[src/rtl/jtag_mem_pkg.sv]
`timescale 1ns/1ps
package jtag_mem_pkg;
  typedef enum logic [3:0] {
    TLR, RTI, SEL_DR, CAP_DR, SHF_DR, EX1_DR, PAU_DR, EX2_DR, UPD_DR,
    SEL_IR, CAP_IR, SHF_IR, EX1_IR, PAU_IR, EX2_IR, UPD_IR
  } tap_state_e;

  typedef enum logic [1:0] {SEL_BYP, SEL_ADDR, SEL_RD, SEL_WR} dr_sel_e;
endpackage

[src/rtl/tap_fsm.sv]
`timescale 1ns/1ps
module tap_fsm
  import jtag_mem_pkg::*;
(
  input  logic       tck_i,
  input  logic       rst_ni,
  input  logic       tms_i,
  output tap_state_e state_o
);
  tap_state_e state_q, state_d;

  always_comb begin
    case (state_q)
      TLR:     state_d = tms_i ? TLR    : RTI;
      RTI:     state_d = tms_i ? SEL_DR : RTI;
      SEL_DR:  state_d = tms_i ? SEL_IR : CAP_DR;
      CAP_DR:  state_d = tms_i ? EX1_DR : SHF_DR;
      SHF_DR:  state_d = tms_i ? EX1_DR : SHF_DR;
      EX1_DR:  state_d = tms_i ? UPD_DR : PAU_DR;
      PAU_DR:  state_d = tms_i ? EX2_DR : PAU_DR;
      EX2_DR:  state_d = tms_i ? UPD_DR : SHF_DR;
      UPD_DR:  state_d = tms_i ? SEL_DR : RTI;
      SEL_IR:  state_d = tms_i ? TLR    : CAP_IR;
      CAP_IR:  state_d = tms_i ? EX1_IR : SHF_IR;
      SHF_IR:  state_d = tms_i ? EX1_IR : SHF_IR;
      EX1_IR:  state_d = tms_i ? UPD_IR : PAU_IR;
      PAU_IR:  state_d = tms_i ? EX2_IR : PAU_IR;
      EX2_IR:  state_d = tms_i ? UPD_IR : SHF_IR;
      UPD_IR:  state_d = tms_i ? SEL_DR : RTI;
      default: state_d = TLR;
    endcase
  end

  always_ff @(posedge tck_i or negedge rst_ni) begin
    if (!rst_ni) state_q <= TLR;
    else         state_q <= state_d;
  end

  assign state_o = state_q;


  five_tms_reset_chk: assert property (@(posedge tck_i) disable iff (!rst_ni)
    (tms_i && $past(tms_i) && $past(tms_i, 2) && $past(tms_i, 3) && $past(tms_i, 4))
    |=> state_q == TLR);
endmodule

[src/rtl/tap_ir.sv]
`timescale 1ns/1ps
module tap_ir
  import jtag_mem_pkg::*;
#(
  parameter int unsigned       IR_W      = 4,
  parameter logic [IR_W-1:0]   CODE_ADDR = 4'b0001,
  parameter logic [IR_W-1:0]   CODE_RD   = 4'b0010,
  parameter logic [IR_W-1:0]   CODE_WR   = 4'b0011,
  parameter logic [IR_W-1:0]   CAP_VAL   = 4'b0001
) (
  input  logic       tck_i,
  input  logic       rst_ni,
  input  tap_state_e state_i,
  input  logic       tdi_i,
  output logic       ir_lsb_o,
  output dr_sel_e    sel_o
);
  localparam logic [IR_W-1:0] CODE_BYP = '1;

  logic [IR_W-1:0] ir_sr, ir_q;

  always_ff @(posedge tck_i or negedge rst_ni) begin
    if (!rst_ni) begin
      ir_sr <= '0;
      ir_q  <= CODE_BYP;
    end else begin
      case (state_i)
        TLR:     ir_q  <= CODE_BYP;
        CAP_IR:  ir_sr <= CAP_VAL;
        SHF_IR:  ir_sr <= {tdi_i, ir_sr[IR_W-1:1]};
        UPD_IR:  ir_q  <= ir_sr;
        default: ;
      endcase
    end
  end

  always_comb begin
    if      (ir_q == CODE_ADDR) sel_o = SEL_ADDR;
    else if (ir_q == CODE_RD)   sel_o = SEL_RD;
    else if (ir_q == CODE_WR)   sel_o = SEL_WR;
    else                        sel_o = SEL_BYP;
  end

  assign ir_lsb_o = ir_sr[0];


  tlr_bypass_chk: assert property (@(posedge tck_i) disable iff (!rst_ni)
    $past(state_i == TLR) |-> sel_o == SEL_BYP);
endmodule

[src/rtl/mem_dr.sv]
`timescale 1ns/1ps
module mem_dr
  import jtag_mem_pkg::*;
#(
  parameter int unsigned DW = 8
) (
  input  logic          tck_i,
  input  logic          rst_ni,
  input  tap_state_e    state_i,
  input  dr_sel_e       sel_i,
  input  logic          tdi_i,
  input  logic          mem_busy_i,
  input  logic [DW-1:0] mem_rdata_i,
  output logic          dr_lsb_o,
  output logic [DW-1:0] mem_addr_o,
  output logic [DW-1:0] mem_wdata_o,
  output logic          mem_rd_o,
  output logic          mem_wr_o
);
  logic [DW-1:0] sr, addr_q;
  logic          byp_q;

  always_ff @(posedge tck_i or negedge rst_ni) begin
    if (!rst_ni) begin
      sr     <= '0;
      addr_q <= '0;
      byp_q  <= 1'b0;
    end else begin
      case (state_i)
        CAP_DR: begin
          case (sel_i)
            SEL_BYP:  byp_q <= 1'b0;
            SEL_ADDR: sr    <= addr_q;
            SEL_RD:   sr    <= mem_busy_i ? '1 : mem_rdata_i;
            default:  sr    <= '0;
          endcase
        end
        SHF_DR: begin
          if (sel_i == SEL_BYP) byp_q <= tdi_i;
          else                  sr    <= {tdi_i, sr[DW-1:1]};
        end
        UPD_DR: if (sel_i == SEL_ADDR) addr_q <= sr;
        default: ;
      endcase
    end
  end

  assign dr_lsb_o    = (sel_i == SEL_BYP) ? byp_q : sr[0];
  assign mem_addr_o  = addr_q;
  assign mem_wdata_o = sr;
  assign mem_rd_o    = (state_i == CAP_DR) && (sel_i == SEL_RD) && !mem_busy_i;
  assign mem_wr_o    = (state_i == UPD_DR) && (sel_i == SEL_WR) && !mem_busy_i;


  addr_hold_chk: assert property (@(posedge tck_i) disable iff (!rst_ni)
    !$past(state_i == UPD_DR && sel_i == SEL_ADDR) |-> $stable(mem_addr_o));

  rd_load_chk: assert property (@(posedge tck_i) disable iff (!rst_ni)
    mem_rd_o |=> sr == $past(mem_rdata_i));

  busy_rd_ff_chk: assert property (@(posedge tck_i) disable iff (!rst_ni)
    $past(state_i == CAP_DR && sel_i == SEL_RD && mem_busy_i) |-> sr == '1);

  wr_single_chk: assert property (@(posedge tck_i) disable iff (!rst_ni)
    mem_wr_o |=> !mem_wr_o);
endmodule

[src/rtl/jtag_mem_tap.sv]
`timescale 1ns/1ps
module jtag_mem_tap
  import jtag_mem_pkg::*;
#(
  parameter int unsigned DW   = 8,
  parameter int unsigned IR_W = 4
) (
  input  logic          tck_i,
  input  logic          rst_ni,
  input  logic          tms_i,
  input  logic          tdi_i,
  output logic          tdo_o,
  output logic [DW-1:0] mem_addr_o,
  output logic [DW-1:0] mem_wdata_o,
  input  logic [DW-1:0] mem_rdata_i,
  output logic          mem_rd_o,
  output logic          mem_wr_o,
  input  logic          mem_busy_i
);
  tap_state_e state;
  dr_sel_e    sel;
  logic       ir_lsb, dr_lsb;

  tap_fsm u_fsm (
    .tck_i   (tck_i),
    .rst_ni  (rst_ni),
    .tms_i   (tms_i),
    .state_o (state)
  );

  tap_ir #(.IR_W(IR_W)) u_ir (
    .tck_i    (tck_i),
    .rst_ni   (rst_ni),
    .state_i  (state),
    .tdi_i    (tdi_i),
    .ir_lsb_o (ir_lsb),
    .sel_o    (sel)
  );

  mem_dr #(.DW(DW)) u_dr (
    .tck_i       (tck_i),
    .rst_ni      (rst_ni),
    .state_i     (state),
    .sel_i       (sel),
    .tdi_i       (tdi_i),
    .mem_busy_i  (mem_busy_i),
    .mem_rdata_i (mem_rdata_i),
    .dr_lsb_o    (dr_lsb),
    .mem_addr_o  (mem_addr_o),
    .mem_wdata_o (mem_wdata_o),
    .mem_rd_o    (mem_rd_o),
    .mem_wr_o    (mem_wr_o)
  );

  // data out launched on the falling edge
  always_ff @(negedge tck_i or negedge rst_ni) begin
    if (!rst_ni)              tdo_o <= 1'b0;
    else if (state == SHF_IR) tdo_o <= ir_lsb;
    else if (state == SHF_DR) tdo_o <= dr_lsb;
    else                      tdo_o <= 1'b0;
  end


  tdo_quiet_chk: assert property (@(posedge tck_i) disable iff (!rst_ni)
    !(state == SHF_IR || state == SHF_DR) |-> !tdo_o);

  wr_from_update_chk: assert property (@(posedge tck_i) disable iff (!rst_ni)
    mem_wr_o |-> ($past(state) == EX1_DR || $past(state) == EX2_DR));
endmodule

[config.mk]
export PLATFORM = sky130hd
export DESIGN_NAME = jtag_mem_tap
export DESIGN_NICKNAME = d
export VERILOG_FILES = /design/src/rtl/jtag_mem_pkg.sv /design/src/rtl/tap_fsm.sv /design/src/rtl/tap_ir.sv /design/src/rtl/mem_dr.sv /design/src/rtl/jtag_mem_tap.sv
export SDC_FILE = /design/constraint.sdc
export NUM_CORES = 1
export LEC_CHECK = 0
export BUFFER_PORTS_ARGS = -buffer_cell sky130_fd_sc_hd__buf_2
export CAP_MARGIN = 30
export CORE_ASPECT_RATIO = 0.6
export CORE_MARGIN = 3
export CORE_UTILIZATION = 58
export CTS_CLUSTER_DIAMETER = 50
export DETAILED_ROUTE_END_ITERATION = 12
export GPL_TIMING_DRIVEN = 1
export MAX_ROUTING_LAYER = met4
export PLACE_DENSITY = 0.81
export SYNTH_ARGS = -nofsm -noshare
export SYNTH_HDL_FRONTEND = slang
export SYNTH_SLANG_ARGS = --single-unit
export TNS_END_PERCENT = 30
[constraint.sdc]
create_clock -name tck_i -period 5.05 [get_ports tck_i]
set_input_delay 0 -clock tck_i [delete_from_list [all_inputs] [get_ports tck_i]]
set_output_delay 0 -clock tck_i [all_outputs]
set_load 0.03 [all_outputs]
Word-level counts from Yosys, hierarchy flattened
Index checks and enable logic that the tools add are counted.
{ "totals": {"reg_bits": 30, "output_inout_bits": 19, "in_bits": 13} }
{ "classes": {"eq_ne": 25, "muxes": 28, "reduce_logical": 16} }
{ "op_table": {"columns": ["op", "count"], "rows": [
  ["$pmux 4 s12", 1],
  ["$eq 4x4->1 const B", 8],
  ["$pmux 8 s3", 1],
  ["$eq 4x2->1 const B", 4],
  ["$eq 4x3->1 const B", 4],
  ["$mux 4", 4],
  ["$mux 8", 2],
  ["$pmux 4 s2", 2],
  ["$pmux 8 s2", 1],
  ["$mux 2", 6],
  ["$eq 4x1->1 const B", 2],
  ["$mux 1", 8],
  ["$mux 3", 2],
  ["$reduce_and 3->1", 2],
  ["$reduce_bool 2->1", 3],
  ["$eq 2x2->1 const B", 2],
  ["$logic_and 1x1->1", 4],
  ["$logic_not 4->1", 1],
  ["$ne 2x1->1 const B", 2],
  ["$ne 2x2->1 const B", 2],
  ["$reduce_or 2->1", 2],
  ["$reduce_or 3->1", 1],
  ["$eq 2x1->1 const B", 1],
  ["$logic_not 2->1", 1],
  ["other kinds (3)", 3]
]} }

Depth between registers and ports, before layout
Gate-level depths: netlist of run 1.
{ "depth": {"word_depth": 8, "ltp_mapped": 7, "mapped_depth_nobuf": 4} }

By module
Synthesis of run 1 repeated with hierarchy kept, for this count alone.
{ "hier_totals": {"cells_unflattened": 179, "area_unflattened_um2": 1722.9} }
{ "by_module_without_submodules": {"columns": ["mod", "area_each_um2", "cells_per_inst", "instances"], "rows": [
  ["mem_dr", 977.2, 100, 1],
  ["tap_ir", 371.6, 38, 1],
  ["tap_fsm", 314.1, 37, 1],
  ["jtag_mem_tap", 60.1, 4, 1]
]} }

==> results of run 1 <==
## per-layer routing
metal	track usage [%]	part of all wire, %	vias up
met1	31.4	45	681
li1	-	-	670
met2	34.0	46	64
met3	8.33	8.0	5
met4	8.51	0.53	0
met5	-	0	-
## metrics by stage
stage | util [%] | std cells | setup WS (ns)
3_5_place_dp | 67.7 | 219 | 0.796
5_1_grt | 71.6 | 228 | 0.682
3_3_place_gp | 67.7 | 219 | 0.878
2_1_floorplan | - | 168 | 1.12
4_1_cts | 71.6 | 228 | 0.784
6_report | 71.6 | 228 | 0.781
## cell type report
class	instances	area, µm²
Clock buffer	7	86.3
Clock inverter	1	5.00
Fill cell	206	737
Inverter	2	7.51
Multi-Input combinational cell	124	796
Sequential cell	30	756
Tap cell	32	40.0
Timing Repair Buffer	32	165
## Yosys cell counts, types with 2 or more instances
library cell,count
a22oi_1,4
mux2_2,8
dfrtp_1,25
nand2_1,21
nand4_1,2
nand2b_1,4
nor3_1,2
buf_1,2
a311oi_1,9
nor2b_1,3
a21oi_1,2
o21ai_0,22
clkbuf_1,5
buf_2,2
nor4b_2,2
dfstp_2,4
buf_6,2
a21o_1,8
nand3_1,3
inv_1,2
nor2_1,18
## path summary, 6_finish.rpt
path,startpoint,endpoint,slack [ns]
max in group asynchronous,rst_ni,tdo_o$_DFF_NN0_,1.92
min reg2reg,u_dr.byp_q$_DFFE_PN0P_,u_dr.byp_q$_DFFE_PN0P_,0.52
max reg2reg,u_fsm.state_o[0]$_DFF_PN0_,tdo_o$_DFF_NN0_,0.78
min in group asynchronous,rst_ni,u_dr.mem_wdata_o[1]$_DFFE_PN0P_,0.28
min,tdi_i,u_ir.ir_sr[3]$_DFFE_PN0P_,0.04
max,u_fsm.state_o[0]$_DFF_PN0_,tdo_o$_DFF_NN0_,0.78
## cell families after synthesis
logic type | after synthesis | synth area share, %
mux | 9 | 6.13
simple gates | 61 | 19.6
compound gates | 53 | 22.5
flops | 30 | 46.3
buf+inv | 14 | 4.98
xor+xnor | 1 | 0.536
## worst reg2reg max path: cells and delay by family (launching register included)
family | cells | cell delay [ns]
AO/OA/AOI/OAI | 1 | 0.27
flip-flops | 1 | 0.61
AND/OR/NAND/NOR | 1 | 0.88
## state kept, by name, indices dropped and copies added (netlist names)
signal and cells:
tdo_o 1, u_ir.ir_sr 4, u_ir.ir_q 4, u_dr.mem_addr_o 8
u_dr.byp_q 1, u_fsm.state_o 4, u_dr.mem_wdata_o 8
## power breakdown
group	internal [mW]	total (mW)	leakage, nW	switching [mW]
Combinational	0.138	0.328	0.405	0.190
Sequential	0.326	0.476	0.359	0.151
Clock	0.110	0.197	0.0482	0.0875
Total	0.573	1.00	0.812	0.428
==> impl_metrics.py, run 1 <==
metrics = {
    "synth": {
        "synthTopCellsByArea": "dfrtp_1 38%, o21ai_0 6.7%, dfstp_2 6.4%, mux2_2 5.5%, a311oi_1 4.8%",
        "syn_area_per_cell_um2": 9.72,
        "synth_cell_types": 39,
        "yosysSeqAreaShare_pct": 46.3,
        "synth_edf_count": 0,
        "syn-cell-area_um2": 1630,
        "yosys.area.top_type": "dfrtp_1",
        "synth_cells": 168,
        "synth.top_cell.area_share_pct": 38.3,
        "ys_ff_latch": 30,
        "synth_flop_cell": "dfrtp_1",
        "async_reset_ff_share_pct": 100,
        "synth_warnings": 0,
        "syn_nets": 181,
    },
    "clock_network": {
        "numCtsBuffers": 5,
        "cts_tree": "built",
        "cts-resized-gates": 0,
        "h-tree-depth": 2,
        "cts_num_sinks": 30,
        "cts_root_buffer": "clkbuf_8",
        "clk_pin_slew_ns": 0.06,
        "postCtsHoldBufs": 1,
        "postCtsSetupRepairBufs": 0,
        "clk_latency_ns": 0.29,
        "clockBufferDepth": 2,
    },
    "worst_setup_path": {
        "end_kind": "flip-flop",
        "critPathMaxStageDelay_ns": 0.88,
        "cp_slowest_cell": "or4b_1",
        "cp_num_buf_inv": 0,
        "cp-start-kind": "flip-flop",
        "crit_fanout": 22,
        "r2r_cells": 2,
        "worst-setup-path-type": "flip-flop to flip-flop",
        "cp_data_required_time_ns": 2.82,
        "critical_path_depth": 2,
        "arrival_ns": 2.04,
        "worstPathCellList": "or4b_1 > o21ai_0",
        "critical-path-top-delay-family": "simple AND/OR/NAND/NOR gates",
    },
    "sta": {
        "fin_hold_ws_ns": 0.0368,
        "slew_headroom_pct": 50.7,
        "final.setup.tns_ns": 0,
        "rsz0062_at_grt": "no",
        "setup_viol": 0,
        "hold_viol": 0,
        "max_slew.worst_pin.slew_ns": 0.739,
        "maxSlewViolCount": 0,
        "finClkSkew_ns": 0.00943,
    },
    "global_routing": {
        "grt.overflow.total": 0,
        "grt_first_pass_wirelength_um": 5850,
        "grt_pass1_vias": 1230,
        "track_usage_pct": 23.8,
        "grt_max_degree": 31,
        "antenna_found_initial": 0,
    },
    "finish": {
        "final_nets": 208,
        "layout_common_cells": "31 x buf_2, 25 x dfrtp_1, 22 x o21ai_0, 21 x nand2_1, 18 x nor2_1",
        "drive_gt1_share_pct": 28.1,
        "antenna_cells": 0,
        "synthToLayoutAreaGrowth_pct": 13.6,
        "final_common_cell": "buf_2",
        "layout.cell_area.non_filler_um2": 1860,
    },
    "pwr": {
        "leakagePower_nw": 0.812,
        "ir_drop_mv": 0.386,
        "finalPower_mw": 1.00,
        "powerDensity_nw_per_um2": 540,
    },
    "detailed_routing": {
        "postRouteAntennaNets": 0,
        "wire_per_inst_um": 16.5,
        "drt_drc_violations_left": 0,
        "routed_via_density": 6.23,
        "drt_iter0_markers": 140,
        "dr_total_vias": 1420,
        "drt-total-wl_um": 3760,
        "dr.pass1.iters": 5,
    },
    "floorplan": {
        "dieArea_um2": 3510,
        "core_um2": 2590,
        "floorplan.initialDensity_pct": 63.0,
        "ios": 32,
        "die_w_um": 74.5,
        "rows": 14,
        "dieHeight_um": 47.1,
    },
    "place": {
        "placed_area_um2": 1750,
        "io_buffers": 31,
        "gp_congestion": 0.809,
        "dp_hpwl_um": 2630,
    },
    "min_path": {
        "hold_path_class": "input port to flip-flop",
        "whs_path_depth": 3,
    },
    "job": {
        "drv_cap": 0,
    },
    "run_status": {
        "outcome": "complete, no violations",
    },
}
Power figures use the tool's default switching activity.
==> run 2: changes to the inputs <==
--- a/config.mk
+++ b/config.mk
@@ -9,12 +9,12 @@
 export CAP_MARGIN = 30
 export CORE_ASPECT_RATIO = 0.6
 export CORE_MARGIN = 3
-export CORE_UTILIZATION = 58
+export CORE_UTILIZATION = 54
 export CTS_CLUSTER_DIAMETER = 50
 export DETAILED_ROUTE_END_ITERATION = 12
 export GPL_TIMING_DRIVEN = 1
 export MAX_ROUTING_LAYER = met4
-export PLACE_DENSITY = 0.81
+export PLACE_DENSITY = 0.76
 export SYNTH_ARGS = -nofsm -noshare
 export SYNTH_HDL_FRONTEND = slang
 export SYNTH_SLANG_ARGS = --single-unit
==> constraint.sdc (replaced) <==
create_clock -name tck_i -period 4.22 [get_ports tck_i]
set_input_delay 0 -clock tck_i [delete_from_list [all_inputs] [get_ports tck_i]]
set_output_delay 0 -clock tck_i [all_outputs]
set_load 0.03 [all_outputs]
==> run 2 against run 1 <==
Wire length grew 3.2%. Worst hold slack lost 0.018 ns. Total power up 25%. Cell count up 4.4%. Flip-flop and latch count unchanged. Die area rose by 6.6%. Critical path depth unchanged. Sequential power up 14%. Via count up 0.28%. Final area increased by 2.4%.
==> impl_metrics.py, run 2 (synthesis results as in run 1) <==
metrics = {
    "sta": {
        "setup_viol": 0,
        "maxSlewViolCount": 0,
        "slew_headroom_pct": 51.0,
        "finClkSkew_ns": 0.0104,
        "rsz0062_at_grt": "no",
        "hold_viol": 0,
        "max_slew.worst_pin.slew_ns": 0.732,
        "worst_slack_ns": 0.754,
        "final.setup.tns_ns": 0,
    },
    "clock_network": {
        "postCtsHoldBufs": 1,
        "clockBufferDepth": 2,
        "numCtsBuffers": 5,
        "cts_num_sinks": 30,
        "postCtsSetupRepairBufs": 0,
        "h-tree-depth": 2,
        "clk_latency_ns": 0.29,
        "cts-resized-gates": 0,
        "clk_pin_slew_ns": 0.06,
        "cts_tree": "built",
        "cts_root_buffer": "clkbuf_8",
    },
    "detailed_routing": {
        "wire_per_inst_um": 16.3,
        "drt_drc_violations_left": 0,
        "drt-total-wl_um": 3880,
        "drt_iter0_markers": 123,
        "routed_via_density": 5.98,
        "dr.pass1.iters": 5,
        "dr_total_vias": 1424,
        "postRouteAntennaNets": 0,
    },
    "global_routing": {
        "grt_pass1_vias": 1277,
        "grt_first_pass_wirelength_um": 6370,
        "grt_max_degree": 31,
        "grt.overflow.total": 0,
        "antenna_found_initial": 0,
        "track_usage_pct": 22.3,
    },
    "place": {
        "post-place-ws_ns": 0.747,
        "io_buffers": 31,
        "gp_congestion": 0.810,
        "dp_hpwl_um": 2820,
    },
    "pwr": {
        "ir_drop_mv": 0.351,
        "leakagePower_nw": 0.830,
        "powerDensity_nw_per_um2": 659,
    },
    "worst_setup_path": {
        "end_kind": "flip-flop",
        "critPathMaxStageDelay_ns": 0.68,
        "critical-path-top-delay-family": "flip-flops",
        "arrival_ns": 1.66,
        "crit_fanout": 19,
        "worst-setup-path-type": "flip-flop to flip-flop",
        "cp_num_buf_inv": 0,
        "cp-start-kind": "flip-flop",
        "worstPathCellList": "or4b_1 > o21ai_0",
        "cp_slowest_cell": "dfrtp_1",
        "cp_data_required_time_ns": 2.41,
    },
    "finish": {
        "final_common_cell": "buf_2",
        "layout_common_cells": "31 x buf_2, 25 x dfrtp_1, 22 x o21ai_0, 21 x nand2_1, 18 x nor2_1",
        "synthToLayoutAreaGrowth_pct": 16.3,
        "antenna_cells": 0,
        "final_nets": 210,
        "fillers": 211,
        "drive_gt1_share_pct": 29.3,
    },
    "floorplan": {
        "dieArea_um2": 3740,
        "core_um2": 2680,
        "die_w_um": 77.0,
        "ios": 32,
        "floorplan.initialDensity_pct": 60.9,
        "rows": 14,
        "dieHeight_um": 48.6,
    },
    "min_path": {
        "hold_path_class": "input port to flip-flop",
    },
    "run_status": {
        "outcome": "complete, no violations",
    },
    "job": {
        "drv_cap": 0,
    },
}
-- run 2: cell count changes in the layout (fill, tap and decap cells not counted) --
cell	before	now
clkinv_2	1	0
clkbuf_1	1	0
clkbuf_8	6	8
buf_4	0	2
-- run 2: stage by stage --
step | power [mW] | util [%] | area (µm²) | instances | hold WS (ns)
CTS | 1.25 | 70.9 | 1900 | 238 | 0.0132
global placement | 0.942 | 66.4 | 1780 | 229 | 0.0602
floorplan | 0.860 | - | 1630 | 168 | -0.296
finish | 1.25 | 70.9 | 1900 | 238 | 0.0191
global route | 1.34 | 70.9 | 1900 | 238 | 0.0271
detailed placement | 0.975 | 66.4 | 1780 | 229 | 0.0633
-- run 2: layout make-up --
cell class,count,area (µm²),area share (%)
inverters,2,7.51,0.395
multi-input cells,124,796,41.9
flip-flops and latches,30,756,39.8
well taps,40,50.0,2.64
repair buffers,34,180,9.49
clock buffers,8,110,5.80
-- run 2: worst reg2reg max path: cells and delay by family, from the launching register on --
kind | cells | cell delay [ns]
AND/OR/NAND/NOR | 1 | 0.51
AO/OA/AOI/OAI | 1 | 0.19
flip-flops | 1 | 0.68
-- run 2: path summary, 6_finish.rpt --
check | from | endpoint | slack [ns] | cells past startpoint
max | u_fsm.state_o[2]$_DFF_PN0_ | tdo_o$_DFF_NN0_ | 0.75 | 2
min | tdi_i | u_ir.ir_sr[3]$_DFFE_PN0P_ | 0.02 | 3
max reg2reg | u_fsm.state_o[2]$_DFF_PN0_ | tdo_o$_DFF_NN0_ | 0.75 | 2
min reg2reg | u_dr.byp_q$_DFFE_PN0P_ | u_dr.byp_q$_DFFE_PN0P_ | 0.52 | 1
max in group asynchronous | rst_ni | tdo_o$_DFF_NN0_ | 1.50 | 2
min in group asynchronous | rst_ni | u_fsm.state_o[0]$_DFF_PN0_ | 0.29 | 2
-- run 2: power by group --
group          internal, mW  switching [mW]  total, mW
clock                 0.164           0.107      0.271
combinational         0.174           0.263      0.437
sequential            0.390           0.153      0.544
-- run 2: metal layers --
metal	up-vias	track usage (%)	wire length, µm
li1	675	-	-
met1	681	30.1	1770
met2	61	32.1	1740
met3	7	6.85	328
met4	0	7.40	48
met5	-	-	0
